===== src/rtl/hbm_pkg.sv =====
// Shared types for the hold bus master.
// Assumes: one-hot-free binary state encoding is acceptable for a small FSM.
package hbm_pkg;

    typedef enum logic [2:0] {
        ST_IDLE     = 3'd0,  // no external access in flight
        ST_REQ      = 3'd1,  // hold request raised, waiting for acknowledge
        ST_OWN      = 3'd2,  // bus owned, access being timed
        ST_LINGER   = 3'd3,  // bus owned, access finished, deciding to keep or release
        ST_WAIT_LOW = 3'd4   // released after withdrawal, waiting to see acknowledge low
    } hbm_state_e;

endpackage


===== src/rtl/hbm_ack_sync.sv =====
// Acknowledge conditioner: either passes hold acknowledge straight through
// (already synchronous) or through a chain of SYNC_STAGES flops.
// Assumes: async_mode is static while a handshake is in flight.
module hbm_ack_sync #(
    parameter int SYNC_STAGES = 2
) (
    input  logic clk,
    input  logic rst_n,
    input  logic async_mode,
    input  logic ack_raw,
    output logic ack_seen
);

    logic [SYNC_STAGES-1:0] chain_q;

    generate
        for (genvar i = 0; i < SYNC_STAGES; i++) begin : g_stage
            if (i == 0) begin : g_first
                // First stage samples the raw acknowledge.
                always_ff @(posedge clk) begin
                    if (!rst_n) chain_q[0] <= 1'b0;
                    else        chain_q[0] <= ack_raw;
                end
            end else begin : g_next
                // Later stages shift the sample along the chain.
                always_ff @(posedge clk) begin
                    if (!rst_n) chain_q[i] <= 1'b0;
                    else        chain_q[i] <= chain_q[i-1];
                end
            end
        end
    endgenerate

    // Pick the synchronized or the direct acknowledge.
    always_comb begin
        ack_seen = async_mode ? chain_q[SYNC_STAGES-1] : ack_raw;
    end

endmodule


===== src/rtl/hbm_range_check.sv =====
// Address classifier: flags a valid request whose address lies above the
// local graphics memory limit. Local memory spans 0 .. limit inclusive.
module hbm_range_check #(
    parameter int AW = 22
) (
    input  logic          req_valid,
    input  logic [AW-1:0] req_addr,
    input  logic [AW-1:0] mem_limit,
    output logic          ext_pending
);

    // External only when strictly above the configured limit.
    always_comb begin
        ext_pending = req_valid && (req_addr > mem_limit);
    end

endmodule


===== src/rtl/hbm_ctrl.sv =====
// Handshake controller: raises the hold request for external accesses,
// enters ownership one clock after the conditioned acknowledge, times each
// access for ACC_CYCLES owned cycles, keeps the bus for back-to-back
// external accesses, and releases at once when the acknowledge drops.
// Assumes: the requester holds its request until the completion strobe.
module hbm_ctrl
    import hbm_pkg::*;
#(
    parameter int ACC_CYCLES = 4
) (
    input  logic clk,
    input  logic rst_n,
    input  logic ext_pending,
    input  logic ack_seen,
    output logic hreq,
    output logic men,
    output logic done
);

    localparam int CW = (ACC_CYCLES > 2) ? $clog2(ACC_CYCLES) : 1;
    localparam logic [CW-1:0] LAST = CW'(ACC_CYCLES - 1);

    hbm_state_e state_q, state_d;
    logic [CW-1:0] cnt_q;
    logic          last_beat;

    // Final owned cycle of the current access.
    always_comb begin
        last_beat = (state_q == ST_OWN) && (cnt_q == LAST);
    end

    // Next-state selection for the handshake.
    always_comb begin
        state_d = state_q;
        unique case (state_q)
            ST_IDLE:     if (ext_pending) state_d = ST_REQ;
            ST_REQ: begin
                if (!ext_pending)  state_d = ST_IDLE;
                else if (ack_seen) state_d = ST_OWN;
            end
            ST_OWN: begin
                if (!ack_seen)      state_d = ST_WAIT_LOW;
                else if (last_beat) state_d = ST_LINGER;
            end
            ST_LINGER: begin
                if (!ack_seen)        state_d = ST_WAIT_LOW;
                else if (ext_pending) state_d = ST_OWN;
                else                  state_d = ST_IDLE;
            end
            ST_WAIT_LOW: begin
                if (!ack_seen) state_d = ext_pending ? ST_REQ : ST_IDLE;
            end
            default:     state_d = ST_IDLE;
        endcase
    end

    // State register.
    always_ff @(posedge clk) begin
        if (!rst_n) state_q <= ST_IDLE;
        else        state_q <= state_d;
    end

    // Owned-cycle counter, cleared whenever an access (re)starts.
    always_ff @(posedge clk) begin
        if (!rst_n)                 cnt_q <= '0;
        else if (state_q != ST_OWN) cnt_q <= '0;
        else if (!last_beat)        cnt_q <= cnt_q + 1'b1;
        else                        cnt_q <= '0;
    end

    // Outputs decoded from state; completion needs a live acknowledge.
    always_comb begin
        hreq = (state_q == ST_REQ) || (state_q == ST_OWN) || (state_q == ST_LINGER);
        men  = (state_q == ST_OWN) || (state_q == ST_LINGER);
        done = last_beat && ack_seen;
    end

endmodule


===== src/rtl/hold_bus_master.sv =====
// Top of the hold bus master: classifies the request address, conditions
// the hold acknowledge and runs the ownership handshake.
// Assumes: gfx_top and ack_async are quasi-static configuration.
module hold_bus_master #(
    parameter int AW          = 22,
    parameter int ACC_CYCLES  = 4,
    parameter int SYNC_STAGES = 2
) (
    input  logic          clk,
    input  logic          rst_n,
    input  logic          acc_valid,
    input  logic [AW-1:0] acc_addr,
    input  logic [AW-1:0] gfx_top,
    input  logic          ack_async,
    input  logic          hold_ack,
    output logic          bus_hreq,
    output logic          bus_men,
    output logic          bus_owned,
    output logic          acc_done
);

    logic ext_pending;
    logic ack_seen;
    logic men_int;

    hbm_range_check #(.AW(AW)) u_range (
        .req_valid   (acc_valid),
        .req_addr    (acc_addr),
        .mem_limit   (gfx_top),
        .ext_pending (ext_pending)
    );

    hbm_ack_sync #(.SYNC_STAGES(SYNC_STAGES)) u_sync (
        .clk        (clk),
        .rst_n      (rst_n),
        .async_mode (ack_async),
        .ack_raw    (hold_ack),
        .ack_seen   (ack_seen)
    );

    hbm_ctrl #(.ACC_CYCLES(ACC_CYCLES)) u_ctrl (
        .clk         (clk),
        .rst_n       (rst_n),
        .ext_pending (ext_pending),
        .ack_seen    (ack_seen),
        .hreq        (bus_hreq),
        .men         (men_int),
        .done        (acc_done)
    );

    // Master enable and ownership flag share the same condition.
    always_comb begin
        bus_men   = men_int;
        bus_owned = men_int;
    end

endmodule


===== config.mk =====
export PLATFORM = sky130hd
export DESIGN_NAME = hold_bus_master
export DESIGN_NICKNAME = d
export VERILOG_FILES = /design/src/rtl/hbm_pkg.sv /design/src/rtl/hbm_ack_sync.sv /design/src/rtl/hbm_range_check.sv /design/src/rtl/hbm_ctrl.sv /design/src/rtl/hold_bus_master.sv
export SDC_FILE = /design/constraint.sdc
export NUM_CORES = 1
export LEC_CHECK = 0
export BUFFER_PORTS_ARGS = -buffer_cell sky130_fd_sc_hd__buf_2
export CAP_MARGIN = 20
export CORE_MARGIN = 2
export CORE_UTILIZATION = 43
export CTS_CLUSTER_DIAMETER = 60
export DETAILED_ROUTE_END_ITERATION = 6
export PLACE_DENSITY_LB_ADDON = 0.05
export RECOVER_POWER = 100
export SKIP_LAST_GASP = 1
export SLEW_MARGIN = 20
export SYNTH_ARGS = -nofsm -noshare
export SYNTH_HDL_FRONTEND = slang
export SYNTH_SLANG_ARGS = --single-unit

===== constraint.sdc =====
create_clock -name clk -period 2.5 [get_ports clk]
set_clock_uncertainty 0.1 [all_clocks]
set_input_delay 0.375 -clock clk [delete_from_list [all_inputs] [get_ports clk]]
set_output_delay 0.375 -clock clk [all_outputs]
set_load 0.005 [all_outputs]

==> results.sh <==
export IMPL_clockRootBuffer="clkbuf_4"
export IMPL_cp_data_arrival_time_ns=2.22
export IMPL_nets=245
export IMPL_ys_ff_latch=7
export IMPL_final_cell_mix="buf_2 (51), inv_1 (26), ha_1 (23)"
export IMPL_die_h_um=50.06
export IMPL_drc=0
export IMPL_start_util_pct=46.02
export IMPL_firstDrtPassIters=4
export IMPL_via_count=963
export IMPL_io_buffer_count=52
export IMPL_dp_hpwl_mm=1.814
export IMPL_cts_tree="built"
export IMPL_grt_max_degree=8
export IMPL_syn_avg_cell_area_um2=7.796
export IMPL_synthTopCellsByArea="ha_1 (32%), dfxtp_1 (15%), inv_1 (11%)"
export IMPL_drtIter0Drc=9
export IMPL_power_leakage_nw=0.7324
export IMPL_avgRoutedWirePerCell_um=9.985
export IMPL_drv_cap=0
export IMPL_grt_pass1_vias=895
export IMPL_cts_resized=0
export IMPL_yosys_area_top_type="ha_1"
export IMPL_min_path_cells=2
export IMPL_grt_usage_pct=17.21
export IMPL_start_kind="input pin"
export IMPL_fin_crit_ns=2.143
export IMPL_worstPathCellList="buf_2 -> inv_1 -> ha_1 -> nand4_2 -> nor4_1 -> nand2_1 -> o21ai_0 -> o21ai_2 -> a211o_1 -> a221oi_2"
export IMPL_die_area_mm2=0.002506
export IMPL_outcome="completed"
export IMPL_ys_seq_area_share_pct=15.36
export IMPL_grt_overflow=0
export IMPL_required_ns=2.58
export IMPL_clock_sinks=7
export IMPL_wl_mm=1.987
export IMPL_layout_drive_gt1_share_pct=34.30
export IMPL_synth_cell_types=32
export IMPL_ant_nets=0
export IMPL_worst_slew_pin_slew_ns=0.3472
export IMPL_fill_cells=188
export IMPL_boundaryPins=53
export IMPL_area_delta_synth_final_pct=33.06
export IMPL_ir_worst_vdd_uv=274.6
export IMPL_viasPerCell=4.839
export IMPL_htree_levels=1
export IMPL_slowest_stage="nor4_1"
export IMPL_setup_viol=0
export IMPL_syn_nets=189
export IMPL_gp_congestion=0.7452
export IMPL_path_class="input pin to flop"
export IMPL_max_freq_mhz=466.7
export IMPL_netlist_area_leader_share_pct=31.55
export IMPL_ctsHoldBuffers=0
export IMPL_core_rowCount=16
export IMPL_maxSlewViolCount=0
export IMPL_power_total_mw=0.3622
export IMPL_dieWidth_um=50.06
export IMPL_syn_inst=117
export IMPL_yosys_warnings=0
export IMPL_grt_pass1_wl_mm=3.367
export IMPL_setup_tns_ns=0
export IMPL_clock_latency_ns=0.26
export IMPL_post_route_period_util_pct=85.71
export IMPL_path_max_fanout=3
export IMPL_cts_path_max_buffers=2
export IMPL_fp_coreArea_mm2=0.001982
export IMPL_ff2ff_path_depth=4
export IMPL_hold_viol=0
export IMPL_final_common_cell="buf_2"
export IMPL_cts_buffers=3
export IMPL_hp_class="input pin to flop"
export IMPL_end_kind="flop"
export IMPL_grt_setup_unrepaired="no"
export IMPL_slowest_delay_ns=0.37
export IMPL_antenna_found_initial=0
export IMPL_syn_area_um2=912.1
export IMPL_power_density_mw_per_mm2=298.4
export IMPL_max_slew_margin_pct=76.19
export IMPL_postCtsSetupBuffers=0
export IMPL_num_antenna_cells=0
export IMPL_path_clk_slew_ns=0.05
[through the flow]
| stage | util (%) | std cells | worst slack [ns] | hold WS, ns | area [um^2] |
|---|---|---|---|---|---|
| 2_1_floorplan | - | 117 | 0.4051 | 0.3050 | 912.1 |
| 3_3_place_gp | 60.48 | 195 | 0.2578 | 0.3132 | 1199 |
| 3_5_place_dp | 60.48 | 195 | 0.1936 | 0.3432 | 1199 |
| 4_1_cts | 61.81 | 199 | 0.4631 | 0.2710 | 1225 |
| 5_1_grt | 61.24 | 199 | 0.2068 | 0.2878 | 1214 |
| 6_report | 61.24 | 199 | 0.3572 | 0.2734 | 1214 |
[per-layer routing]
layer	global-route usage (%)	part of all wire (%)	up-vias	wire length [um]
met5	0	0	-	0
met4	6.944	2.1	0	41
met3	2.727	6.1	5	122
met2	32.02	50	32	1001
met1	19.00	41	413	821
li1	-	-	513	-
[synthesized netlist by cell type]
library cell and n:
mux2_2 1, nand4_1 1, ha_1 23, nand4_2 2, o21ai_1 1, a211o_1 1
a31oi_1 1, nand2_1 9, mux2i_1 1, nor3_1 2, inv_1 26, and2_1 2
a21o_1 1, buf_4 1, nor4_2 1, and3_1 2, nand3_1 4, a221oi_2 1
nor2_1 5, dfxtp_1 7, nor3b_1 1, a211oi_1 1, o21ai_0 3, a21oi_1 9
a221oi_1 1, o21bai_1 1, nand2b_1 3, and4_1 1, o21ai_2 2, and4b_1 1
nor4b_1 1, o31a_1 1
[where the power goes]
part           leakage, nW  switching [mW]  total [mW]  internal [mW]
clock               0.0150          0.0454       0.107         0.0611
combinational        0.660          0.0662       0.138         0.0720
sequential          0.0570         0.00211       0.117          0.115
total                0.732           0.114       0.362          0.248
[final cells by class]
class / count / area [um^2] / area share (%)
Multi-Input combinational cell: 83 / 656.9 / 54.12
Sequential cell: 7 / 140.1 / 11.55
Inverter: 26 / 97.59 / 8.041
Timing Repair Buffer: 52 / 259.0 / 21.34
Tap cell: 27 / 33.78 / 2.784
Clock buffer: 4 / 26.28 / 2.165
[path summary, 6_finish.rpt]
path	from	end	slack, ns
setup reg to reg	u_sync.chain_q[1]	u_ctrl.state_q[0]	1.06
setup / recovery	gfx_top[20]	u_ctrl.state_q[0]	0.36
hold reg to reg	u_ctrl.cnt_q[0]	u_ctrl.cnt_q[0]	0.35
hold / removal	rst_n	u_sync.chain_q[1]	0.27
[registers in the layout (all words and copies together) (netlist names)]
name / cells
u_sync.chain_q: 2
u_ctrl.cnt_q: 2
u_ctrl.state_q: 3
[worst max-delay path: cells and delay by family]
kind                       cells  cell delay, ns
AOI/OAI and AO/OA              4            0.81
buffers and inverters          2            0.12
and+or+nand+nor                3            0.60
adders and majority gates      1            0.32
[kinds of logic after synthesis]
| group | after synthesis | share of synthesized area (%) |
|---|---|---|
| muxes | 2 | 2.332 |
| buffers and inverters | 27 | 11.52 |
| AOI/OAI and AO/OA | 23 | 16.74 |
| and+or+nand+nor | 35 | 22.50 |
| adders and majority gates | 23 | 31.55 |
| DFF | 7 | 15.36 |
(Power assumes the default switching activity.)
